### src/rtl/ds_strobe_pkg.sv
package ds_strobe_pkg;

    typedef enum logic [2:0] {
        S_IDLE,
        S_PRE,
        S_DATA,
        S_TOK,
        S_POST,
        S_TAIL
    } ds_state_e;

    localparam logic [1:0] BW_CODE_FULL = 2'd2;

    function automatic int imax(input int a, input int b);
        return (a > b) ? a : b;
    endfunction

    function automatic logic strobe_allowed(input logic en, input logic [1:0] bw);
        return en && (bw == BW_CODE_FULL);
    endfunction

endpackage

### src/rtl/ds_tok_shift.sv
module ds_tok_shift #(
    parameter int W = 8
) (
    input  logic         clk,
    input  logic         rst,
    input  logic         load,
    input  logic         adv,
    input  logic [W-1:0] word_i,
    output logic         bit_o
);
    logic [W-1:0] sh;

    always_ff @(posedge clk) begin
        if (rst) begin
            sh <= '0;
        end else if (load) begin
            sh <= word_i;
        end else if (adv) begin
            sh <= {sh[W-2:0], 1'b0};
        end
    end

    assign bit_o = sh[W-1];
endmodule

### src/rtl/ds_burst_fsm.sv
module ds_burst_fsm
    import ds_strobe_pkg::*;
#(
    parameter int TOK_LEN     = 8,
    parameter int PRE_HALVES  = 2,
    parameter int POST_HALVES = 2,
    parameter int TAIL_HALVES = 2
) (
    input  logic clk,
    input  logic rst,
    input  logic mode_ok,
    input  logic pl_valid,
    input  logic pl_last,
    input  logic st_valid,
    output logic ds,
    output logic oe,
    output logic pl_ready,
    output logic st_ready,
    output logic beat_fire,
    output logic tok_adv,
    output logic idle
);
    localparam int CNT_MAX = imax(imax(2 * TOK_LEN, PRE_HALVES),
                                  imax(POST_HALVES, TAIL_HALVES));
    localparam int CW = $clog2(CNT_MAX + 1);
    localparam logic [CW-1:0] PRE_LD  = CW'(PRE_HALVES - 1);
    localparam logic [CW-1:0] POST_LD = CW'(POST_HALVES - 1);
    localparam logic [CW-1:0] TAIL_LD = CW'(TAIL_HALVES - 1);
    localparam logic [CW-1:0] TOK_LD  = CW'(2 * TOK_LEN - 1);

    ds_state_e     st;
    logic [CW-1:0] cnt;
    logic          tok_kind;

    assign idle      = (st == S_IDLE);
    assign pl_ready  = (st == S_DATA);
    assign st_ready  = idle && mode_ok;
    assign beat_fire = pl_ready && pl_valid;
    assign tok_adv   = (st == S_TOK) && !ds;

    always_ff @(posedge clk) begin
        if (rst) begin
            st       <= S_IDLE;
            cnt      <= '0;
            ds       <= 1'b0;
            oe       <= 1'b0;
            tok_kind <= 1'b0;
        end else begin
            unique case (st)
                S_IDLE: begin
                    ds <= 1'b0;
                    if (mode_ok && (st_valid || pl_valid)) begin
                        st       <= S_PRE;
                        cnt      <= PRE_LD;
                        oe       <= 1'b1;
                        tok_kind <= st_valid;
                    end
                end
                S_PRE: begin
                    if (cnt == '0) begin
                        st  <= tok_kind ? S_TOK : S_DATA;
                        cnt <= TOK_LD;
                    end else begin
                        cnt <= cnt - 1'b1;
                    end
                end
                S_DATA: begin
                    if (beat_fire) begin
                        ds <= ~ds;
                        if (pl_last) begin
                            st  <= S_POST;
                            cnt <= POST_LD;
                        end
                    end
                end
                S_TOK: begin
                    ds <= ~ds;
                    if (cnt == '0) begin
                        st  <= S_POST;
                        cnt <= POST_LD;
                    end else begin
                        cnt <= cnt - 1'b1;
                    end
                end
                S_POST: begin
                    ds <= 1'b0;
                    if (cnt == '0) begin
                        st  <= S_TAIL;
                        cnt <= TAIL_LD;
                    end else begin
                        cnt <= cnt - 1'b1;
                    end
                end
                S_TAIL: begin
                    if (cnt == '0) begin
                        st <= S_IDLE;
                        oe <= 1'b0;
                    end else begin
                        cnt <= cnt - 1'b1;
                    end
                end
                default: st <= S_IDLE;
            endcase
        end
    end

    // idle means a quiet strobe and released outputs
    assert_ds_quiet_R4: assert property (@(posedge clk) disable iff (rst)
        (st == S_IDLE) |-> (!ds && !oe));

    // a refused mode never leaves idle
    assert_refuse_R5: assert property (@(posedge clk) disable iff (rst)
        (st == S_IDLE && !mode_ok) |=> (st == S_IDLE));

    // framing after the last edge keeps the strobe low, outputs driven
    assert_post_low_R7: assert property (@(posedge clk) disable iff (rst)
        (st == S_POST || st == S_TAIL) |-> (!ds && oe));

    // the last byte must land on a falling edge
    assert_even_burst_R2: assert property (@(posedge clk) disable iff (rst)
        (beat_fire && pl_last) |-> ds);

    // a pending token wins over pending payload
    assert_tok_first_R9: assert property (@(posedge clk) disable iff (rst)
        (st == S_IDLE && mode_ok && st_valid) |=> (st == S_PRE && tok_kind));

    // payload is only taken while the strobe is driven
    assert_ready_oe_R8: assert property (@(posedge clk) disable iff (rst)
        pl_ready |-> oe);
endmodule

### src/rtl/ddr_strobe_tx.sv
module ddr_strobe_tx
    import ds_strobe_pkg::*;
#(
    parameter int DATA_W      = 8,
    parameter int TOK_LEN     = 8,
    parameter int PRE_HALVES  = 2,
    parameter int POST_HALVES = 2,
    parameter int TAIL_HALVES = 2
) (
    input  logic               clk2x,
    input  logic               rst,
    input  logic               strobe_en,
    input  logic [1:0]         bus_width,
    input  logic               pl_valid,
    input  logic [DATA_W-1:0]  pl_data,
    input  logic               pl_last,
    output logic               pl_ready,
    input  logic               st_valid,
    input  logic [TOK_LEN-1:0] st_word,
    output logic               st_ready,
    output logic [DATA_W-1:0]  dat_o,
    output logic               ds_o,
    output logic               oe_o
);
    logic mode_ok;
    logic beat_fire;
    logic tok_adv;
    logic tok_bit;
    logic fsm_idle;
    logic tok_load;

    assign mode_ok  = strobe_allowed(strobe_en, bus_width);
    assign tok_load = st_ready && st_valid;

    ds_burst_fsm #(
        .TOK_LEN    (TOK_LEN),
        .PRE_HALVES (PRE_HALVES),
        .POST_HALVES(POST_HALVES),
        .TAIL_HALVES(TAIL_HALVES)
    ) u_fsm (
        .clk      (clk2x),
        .rst      (rst),
        .mode_ok  (mode_ok),
        .pl_valid (pl_valid),
        .pl_last  (pl_last),
        .st_valid (st_valid),
        .ds       (ds_o),
        .oe       (oe_o),
        .pl_ready (pl_ready),
        .st_ready (st_ready),
        .beat_fire(beat_fire),
        .tok_adv  (tok_adv),
        .idle     (fsm_idle)
    );

    ds_tok_shift #(.W(TOK_LEN)) u_tok (
        .clk   (clk2x),
        .rst   (rst),
        .load  (tok_load),
        .adv   (tok_adv),
        .word_i(st_word),
        .bit_o (tok_bit)
    );

    always_ff @(posedge clk2x) begin
        if (rst) begin
            dat_o <= '0;
        end else if (beat_fire) begin
            dat_o <= pl_data;
        end else if (tok_adv) begin
            dat_o <= {{(DATA_W-1){1'b0}}, tok_bit};
        end else if (fsm_idle) begin
            dat_o <= '0;
        end
    end

    // an accepted byte and a strobe edge appear together
    assert_beat_edge_R2: assert property (@(posedge clk2x) disable iff (rst)
        beat_fire |=> ((ds_o != $past(ds_o)) && (dat_o == $past(pl_data))));

    // a token bit is presented with a rising strobe edge
    assert_tok_rise_R3: assert property (@(posedge clk2x) disable iff (rst)
        tok_adv |=> (ds_o && dat_o[0] == $past(tok_bit)));

    // a falling edge that carries no byte leaves the bus unchanged
    assert_tok_fall_R3: assert property (@(posedge clk2x) disable iff (rst)
        ($fell(ds_o) && !$past(beat_fire)) |-> $stable(dat_o));
endmodule

### config.mk
export PLATFORM = sky130hd
export DESIGN_NAME = ddr_strobe_tx
export DESIGN_NICKNAME = d
export VERILOG_FILES = /design/src/rtl/ds_strobe_pkg.sv /design/src/rtl/ds_tok_shift.sv /design/src/rtl/ds_burst_fsm.sv /design/src/rtl/ddr_strobe_tx.sv
export SDC_FILE = /design/constraint.sdc
export NUM_CORES = 1
export LEC_CHECK = 0
export BUFFER_PORTS_ARGS = -buffer_cell sky130_fd_sc_hd__buf_4
export CORE_MARGIN = 4
export CORE_UTILIZATION = 56
export DETAILED_ROUTE_END_ITERATION = 16
export PLACE_DENSITY = 0.93
export SETUP_SLACK_MARGIN = 0.2
export SLEW_MARGIN = 10
export SYNTH_ARGS = -nofsm -noshare
export SYNTH_HDL_FRONTEND = slang
export SYNTH_SLANG_ARGS = --single-unit
### constraint.sdc
create_clock -name clk2x -period 2.65 [get_ports clk2x]
set_input_delay 0.1325 -clock clk2x [delete_from_list [all_inputs] [get_ports clk2x]]
set_output_delay 0.1325 -clock clk2x [all_outputs]
set_load 0.005 [all_outputs]
-- Word-level counts from Yosys, hierarchy flattened
Cells that the tools add are included.
- register bits: 27
- input port bits: 24
- output and inout bits: 12
- logic and storage cells: 71
- add/subtract/negate cells: 1
- eq/ne operators: 14
- mux-type cells: 26
- bitwise gates (word level): 1
- reductions and logical operators: 22
- operators by type and width (kind ; number):
    $mux W8 ; 5
    $mux W5 ; 6
    $pmux W5 S5 ; 1
    $mux W3 ; 7
    $pmux W3 S6 ; 1
    $ne A2 B2 Y1 const B ; 5
    $reduce_and A7 Y1 ; 1
    $eq A3 B2 Y1 const B ; 2
    $eq A3 B3 Y1 const B ; 2
    $logic_and A1 B1 Y1 ; 6
    $ne A2 B1 Y1 const B ; 3
    $reduce_bool A3 Y1 ; 2
    $logic_not A5 Y1 ; 1
    $reduce_and A5 Y1 ; 1
    $reduce_bool A5 Y1 ; 1
    $sub A5 B1 Y5 const B ; 1
    $mux W1 ; 4
    $reduce_and A2 Y1 ; 2
    $reduce_bool A2 Y1 ; 2
    $reduce_or A2 Y1 ; 2
    $eq A3 B1 Y1 const B ; 1
    $logic_not A3 Y1 ; 1
    $pmux W1 S3 ; 1
    $reduce_and A3 Y1 ; 1
    5 further kinds ; 5

-- Longest topological paths before layout
Gate-level depths: netlist (run 1).
- depth after elaboration: 5
- mapped depth: 7
- gate-level depth less buffers: 6

-- Modules after synthesis
Synthesis (run 1) repeated with hierarchy kept, for this count alone.
- cells, all modules: 169
- area, all modules: 1427.6 um2
- by module, submodules not included (module ; instances ; cells an instance ; area an instance (um2) ; sequential area each (um2)):
    ds_burst_fsm ; 1 ; 94 ; 715.7 ; 220.2
    ds_tok_shift ; 1 ; 35 ; 369.1 ; 160.2
    ddr_strobe_tx ; 1 ; 40 ; 342.8 ; 160.2

-- Least setup slack after synthesis (run 1)
OpenSTA, ideal clock, no wires.
- kind: flip-flop to flip-flop
- start point: reg u_fsm.cnt[0]
- end point: reg u_fsm.cnt[2]
- library setup time: 0.119 ns
- data arrival time: 1.503 ns
- required time: 2.531 ns
- path slack: 1.029 ns
- stages on the path, launching flop included: 8
- period minus slack after synthesis: 1.621 ns
- cell sequence: dfxtp_1 -> inv_1 -> ha_1 -> or4b_1 -> buf_2 -> nand3b_4 -> a221oi_1 -> o221a_1
- cells in the longest elaborated chain, start to end: 3
- elaborated cells between the ends (all ways): 8
- RTL lines (element ; RTL line ; text):
    start: declaration ; ds_burst_fsm.sv:32 ; logic [CW-1:0] cnt;
    start signal: assignment ; ds_burst_fsm.sv:64 ; cnt <= cnt - 1'b1;
    start signal: assignment ; ds_burst_fsm.sv:82 ; cnt <= cnt - 1'b1;
    start signal: assignment ; ds_burst_fsm.sv:91 ; cnt <= cnt - 1'b1;
    $sub A5 B1 Y5 / $logic_not A5 Y1 (equally long branches) ; -- ;
    $mux W5 (tied with other cells) ; ds_burst_fsm.sv:95 ; if (cnt == '0) begin
    $pmux W5 S5 / $reduce_and A5 Y1 (equally long branches) ; -- ;
Several ways; a longest one is shown, not always the timed one. The select of a mux whose other input is x is not followed.
A chain may end at the register's enable or synchronous reset.

-- Worst setup path in the final report (run 1)
- start point: reg u_fsm.st[2]
- end point: reg u_fsm.cnt[1]
- cells in the longest elaborated chain, start to end: 4
- elaborated cells between the ends (all ways): 15
- RTL lines (element ; RTL line ; text):
    start: declaration ; ds_burst_fsm.sv:31 ; ds_state_e st;
    start signal: assignment ; ds_burst_fsm.sv:61 ; st <= tok_kind ? S_TOK : S_DATA;
    $eq A3 B3 Y1 (tied with other cells) ; ds_burst_fsm.sv:49 ; unique case (st)
    $reduce_or A2 Y1 (no source line) / $logic_and A1 B1 Y1 (equally long branches) ; -- ;
    $reduce_bool A5 Y1 (no source line) / $ne A2 B2 Y1 (equally long branches) ; -- ;
    $reduce_and A5 Y1 (no source line) ; -- ;
Several ways; a longest one is shown, not always the timed one.

==> impl_metrics.ini, run 1 <==
[floorplanning]
chipWidth_um = 59.5
start_util_pct = 59.3
rows = 18
die_h_um = 59.5
ios = 36
core_area_mm2 = 0.00250
fp.dieArea_mm2 = 0.00353

[clock_network]
cts_tree = built
cts.sinks = 27
cts_resized = 0
cts_setup_buffers = 0
hold_buffers = 0
root_buffer = clkbuf_4
htreeDepth = 1
clkLatencyLatePin_ns = 0.34
clockBufferDepth = 2
cts_made_buffers = 3
path_clk_slew_ns = 0.14

[cells_and_area]
seq_area_um2 = 541
syn_to_final_growth_pct = 18.7
antenna_cells = 0
instances_no_fill = 231
multi_input_area_um2 = 875
postLayoutCoreUtil_pct = 70.4
fin_nets = 228
drive_above_1_share_pct = 25.4
num-fill-cells = 189

[synth]
ys_ff_latch = 27
ys_seq_area_share_pct = 36.5
synthTopCellsByCount = dfxtp_1 (27), nand2_1 (20), a21oi_1 (15)
synthAdderAreaFrac_pct = 1.69
async_flop_share_pct = 0
synthMuxAreaShare_pct = 5.49
postSynthCellCount = 173
synth_top_family_by_area = compound AO/OA/AOI/OAI gates
yosysMostFrequentCell = dfxtp_1
synth_top_area_share_pct = 36.5
synth_area_leader_cell = dfxtp_1
synth_area_per_cell_um2 = 8.57
synth_ff_type = dfxtp_1
synth_area_mm2 = 0.00148
synth-simple-area-share_pct = 22.6
ys_warn_count = 0
synth_edf_count = 0
synthXorXnorAreaFrac_pct = 1.18
synth_cell_type_count = 47
syn_nets = 199
yosys-top-cells-area = dfxtp_1 (36%), a21oi_1 (5.1%), nand2_1 (5.1%)
synth-compound-area-share_pct = 28.0

[setup_path]
critPathMaxStageDelay_ns = 0.86
critPathArrivalTime_ns = 2.26
path_cells = nor2_1, a32oi_1, o22ai_1, a221oi_1
required_ns = 2.90
reg2reg_depth = 4
worst_path_max_delay_cell = dfxtp_1
cp-end-kind = flop
startpoint_type = flop
path_max_fanout = 24
path_class = flop to flop

[timing]
worstMarginPinSlew_ns = 0.783
max_clock_freq_mhz = 496
setup_tns_ns = 0
final_hold_viol_count = 0
skew_ns = 0.00518
relSlewSlack_pct = 47.7
rsz0062_at_grt = false
post-route-period-util_pct = 76.1
min_period_ns = 2.02
report.final.slew_viol_count = 0
setup_viol = 0

[detailed_routing]
vias = 1419
drt_iter0_markers = 79
postRouteWirelength_mm = 3.63
antenna_left = 0
wl_per_cell_um = 15.7
firstDrtPassIters = 4
drc_errors = 0
vias_per_cell = 6.14

[job]
max_cap_viol_count = 0

[global_route]
grt_first_pass_wirelength_mm = 5.86
grt_pass1_vias = 1355
grt-ovfl-total = 0
antenna_found_initial = 0
grtUsageTotal_pct = 21.6
grt_max_degree = 30

[power]
power_density_mw_per_mm2 = 848
p_comb_share_pct = 48.6
p_clk_share_pct = 12.3
p_sw_w = 0.000633
swShare_pct = 42.4
power.leakage_nw = 0.675
peakVddDrop_mv = 0.692
p_int_w = 0.000860
p_seq_share_pct = 39.1

[worst_hold_path]
hp-class = input pin to flop
holdPathStages = 3

[place]
io_buffers = 35
dp.cells = 227
finalWeightedCongestion = 0.884
hpwl_mm = 2.64

[outcome]
status = finished clean
[registers in the layout, indices dropped and copies added, names as in the netlist]
name            cells
u_fsm.oe            1
u_fsm.tok_kind      1
u_fsm.cnt           5
u_fsm.st            3
u_tok.sh            8
dat_o               8
u_fsm.ds            1
[cells in the final DEF (no fill, tap or decap), types with 2 or more instances in the layout]
cell	n
buf_4	35
xnor2_1	2
a32oi_1	2
nand3b_1	3
o21bai_1	2
nor2b_1	3
mux2i_1	7
a221oi_1	3
dfxtp_1	27
a21o_1	2
ha_1	2
a21oi_1	15
nand2_1	20
o22a_1	2
or2_2	2
a211oi_1	7
o211ai_1	2
nor3_1	4
o21ai_0	9
inv_1	5
clkbuf_4	3
nand3_1	2
nor2_1	14
a22oi_1	3
and3_1	3
[routing by layer]
layer | track usage, % | wire (um)
met5 | 0 | 0
met1 | 26.9 | 1450
met4 | 8.41 | 61
met3 | 3.49 | 261
met2 | 36.8 | 1860
[critical path: cells and delay by family (launching register included)]
| family | cells | cell delay [ns] |
|---|---|---|
| compound gates | 3 | 0.91 |
| flops | 1 | 0.86 |
| simple gates | 1 | 0.16 |
[per-stage QoR]
step                power (W)  hold WS, ns  cell area (um2)  worst slack, ns
finish                0.00149       0.0322             1760            0.634
global route          0.00159       0.0218             1760            0.381
CTS                   0.00149       0.0284             1760            0.638
detailed placement    0.00131        0.392             1730            0.667
global placement      0.00126        0.382             1730            0.774
floorplan             0.00114        0.269             1480             1.03
[power groups by stage]
stage	combinational, W	clock, W	sequential [W]
after CTS	0.000722	0.000185	0.000580
after global placement	0.000676	0	0.000582
after floorplan	0.000609	0	0.000529
final	0.000726	0.000184	0.000584
after detailed placement	0.000717	0	0.000590
after global routing	0.000790	0.000204	0.000595
[kinds of logic (layout without fill, tap and decap cells)]
family	after synthesis	count (layout)
muxes	8	8
adders and majority gates	2	2
and+or+nand+nor	60	60
AOI/OAI and AO/OA	58	58
buffers and inverters	16	44
DFF	27	27
xor gates and xnor gates	2	2
[path summary, 6_finish.rpt]
kind	startpoint	to	slack, ns
worst max-delay path	u_fsm.st[2]	u_fsm.cnt[1]	0.63
worst min-delay path	st_word[0]	u_tok.sh[0]	0.03
worst max register to register	u_fsm.st[2]	u_fsm.cnt[1]	0.63
worst min register to register	dat_o[3]	dat_o[3]	0.49
[layout make-up]
type,instances,share of cell area (%)
clock buffers,4,1.49
inverters,5,1.07
well taps,30,2.13
multi-input cells,130,49.7
repair buffers,35,14.9
flip-flops and latches,27,30.7
Power figures use the tool's default switching activity.
==> run 2: changes to the inputs <==
CORE_UTILIZATION = 47   (was 56)
PLACE_DENSITY = 0.84   (was 0.93)
clock period = 1.8 ns   (was 2.65 ns; I/O delays follow)
==> run 2 against run 1 <==
Effect of this change: core utilization decreased by 3.6 points; register-to-register slack lost 0.47 ns; highest routed layer unchanged; clock skew decreased by 0.0044 ns; wire length grew 7.6%.
==> impl_metrics.ini, run 2 (synthesis gave the netlist of run 1 again) <==
[outcome]
status = finished clean

[detailed_routing]
wl_per_cell_um = 14.6
vias = 1489
drc_errors = 0
postRouteWirelength_mm = 3.91
drt_iter0_markers = 172
vias_per_cell = 5.58
antenna_left = 0
firstDrtPassIters = 4

[cells_and_area]
syn_to_final_growth_pct = 36.5
final_common_cell = buf_4
layout_common_cells = buf_4 (48), dfxtp_1 (22), nand2_1 (20), a21oi_1 (15), nor2_1 (14)
fin_nets = 250
seq_area_um2 = 547
num-fill-cells = 232
multi_input_area_um2 = 921
top_regs = dat_o x8, u_tok.sh x8, u_fsm.cnt x5
drive_above_1_share_pct = 35.9
antenna_cells = 0

[floorplanning]
fp.dieArea_mm2 = 0.00412
rows = 20
start_util_pct = 49.0
chipWidth_um = 64.2
core_area_mm2 = 0.00303
ios = 36
die_h_um = 64.2

[power]
power.leakage_nw = 0.790
power_density_mw_per_mm2 = 1240
peakVddDrop_mv = 0.697

[worst_hold_path]
hp-class = input pin to flop
hp-start = st_word[5]
holdPathStages = 3
whs_endpoint = u_tok.sh[5]

[timing]
setup_tns_ns = 0
report.final.slew_viol_count = 0
max_clock_freq_mhz = 610
min_period_ns = 1.64
relSlewSlack_pct = 76.0
worstMarginPinSlew_ns = 0.358
final_hold_viol_count = 0
rsz0062_at_grt = true
skew_ns = 0.000833
setup_viol = 0
whs_ns = 0.0219
post-route-period-util_pct = 91.0

[clock_network]
cts.sinks = 27
htreeDepth = 1
path_clk_slew_ns = 0.15
cts_made_buffers = 3
clockBufferDepth = 2
root_buffer = clkbuf_4
cts_tree = built
clkLatencyLatePin_ns = 0.34

[global_route]
grtUsageTotal_pct = 20.0
grt_max_degree = 30
antenna_found_initial = 0
grt-ovfl-total = 0
grt_pass1_vias = 1362
grt_first_pass_wirelength_mm = 6.64

[place]
finalWeightedCongestion = 0.965
io_buffers = 35
hpwl_mm = 2.64

[setup_path]
cp-end-kind = flop
startpoint_type = flop
r2r_slack_ns = 0.16
path_class = flop to flop
reg2reg_depth = 6
path_max_fanout = 6
required_ns = 2.05
critPathArrivalTime_ns = 1.89
rr_endpoint = u_fsm.cnt[3]
worstReg2RegStart = u_fsm.cnt[1]

[job]
max_cap_viol_count = 0
==> run 2: worst max-delay path by stage <==
stage,startpoint,end,slack [ns],depth (start not counted)
floorplan,u_fsm.cnt[1],u_fsm.cnt[2],0.21,7
global placement,u_fsm.cnt[1],u_fsm.cnt[3],0.22,6
detailed placement,u_fsm.st[2],u_fsm.cnt[1],0.18,4
CTS,u_fsm.cnt[1],u_fsm.cnt[3],0.18,6
global route,u_fsm.cnt[1],u_fsm.cnt[3],0.10,6
finish,u_fsm.cnt[1],u_fsm.cnt[3],0.16,6
==> run 2: what timing repair did <==
action                     4_1_cts  5_1_grt
setup endpoints to repair        4       24
resized for setup                2        8
setup buffers                    3        1
hold endpoints to repair         8        0
hold buffers                     8        0
pin swaps                        3        3
==> run 2: worst max-delay path, cell delays in order (launching register included) <==
cell and delay [ns]:
dfxtp_2 0.36, inv_2 0.07, ha_4 0.14, or4b_4 0.53, nand3b_4 0.13, a221oi_1 0.09, o221a_2 0.24
==> run 2: metal layers <==
metal | track usage [%] | share of wire (%)
met1 | 28.1 | 45
met3 | 5.45 | 6.6
met4 | 6.33 | 1.4
met5 | 0 | 0
met2 | 29.4 | 47
==> run 2: stage by stage <==
step	worst slack, ns	cells	util [%]	area (um2)	power, W
4_1_cts	0.176	266	65.8	1990	0.00242
5_1_grt	0.104	267	66.9	2020	0.00268
6_report	0.162	267	66.9	2020	0.00251
2_1_floorplan	0.211	173	-	1510	0.00178
3_3_place_gp	0.224	251	61.1	1850	0.00205
3_5_place_dp	0.182	251	61.1	1850	0.00206
==> run 2: layout make-up <==
cell class / instances / share of cell area, %
inverter: 5 / 0.927
tap: 44 / 2.72
clock buffer: 3 / 1.11
multi-input combinational: 130 / 45.5
sequential: 27 / 27.0
timing repair buffer: 57 / 22.3
clock inverter: 1 / 0.433
==> run 2: power by group <==
group	total (W)	leakage, nW	internal, W	switching [W]
Clock	0.000289	0.0183	0.0000911	0.000198
Combinational	0.00139	0.550	0.000691	0.000702
Sequential	0.000827	0.221	0.000696	0.000131
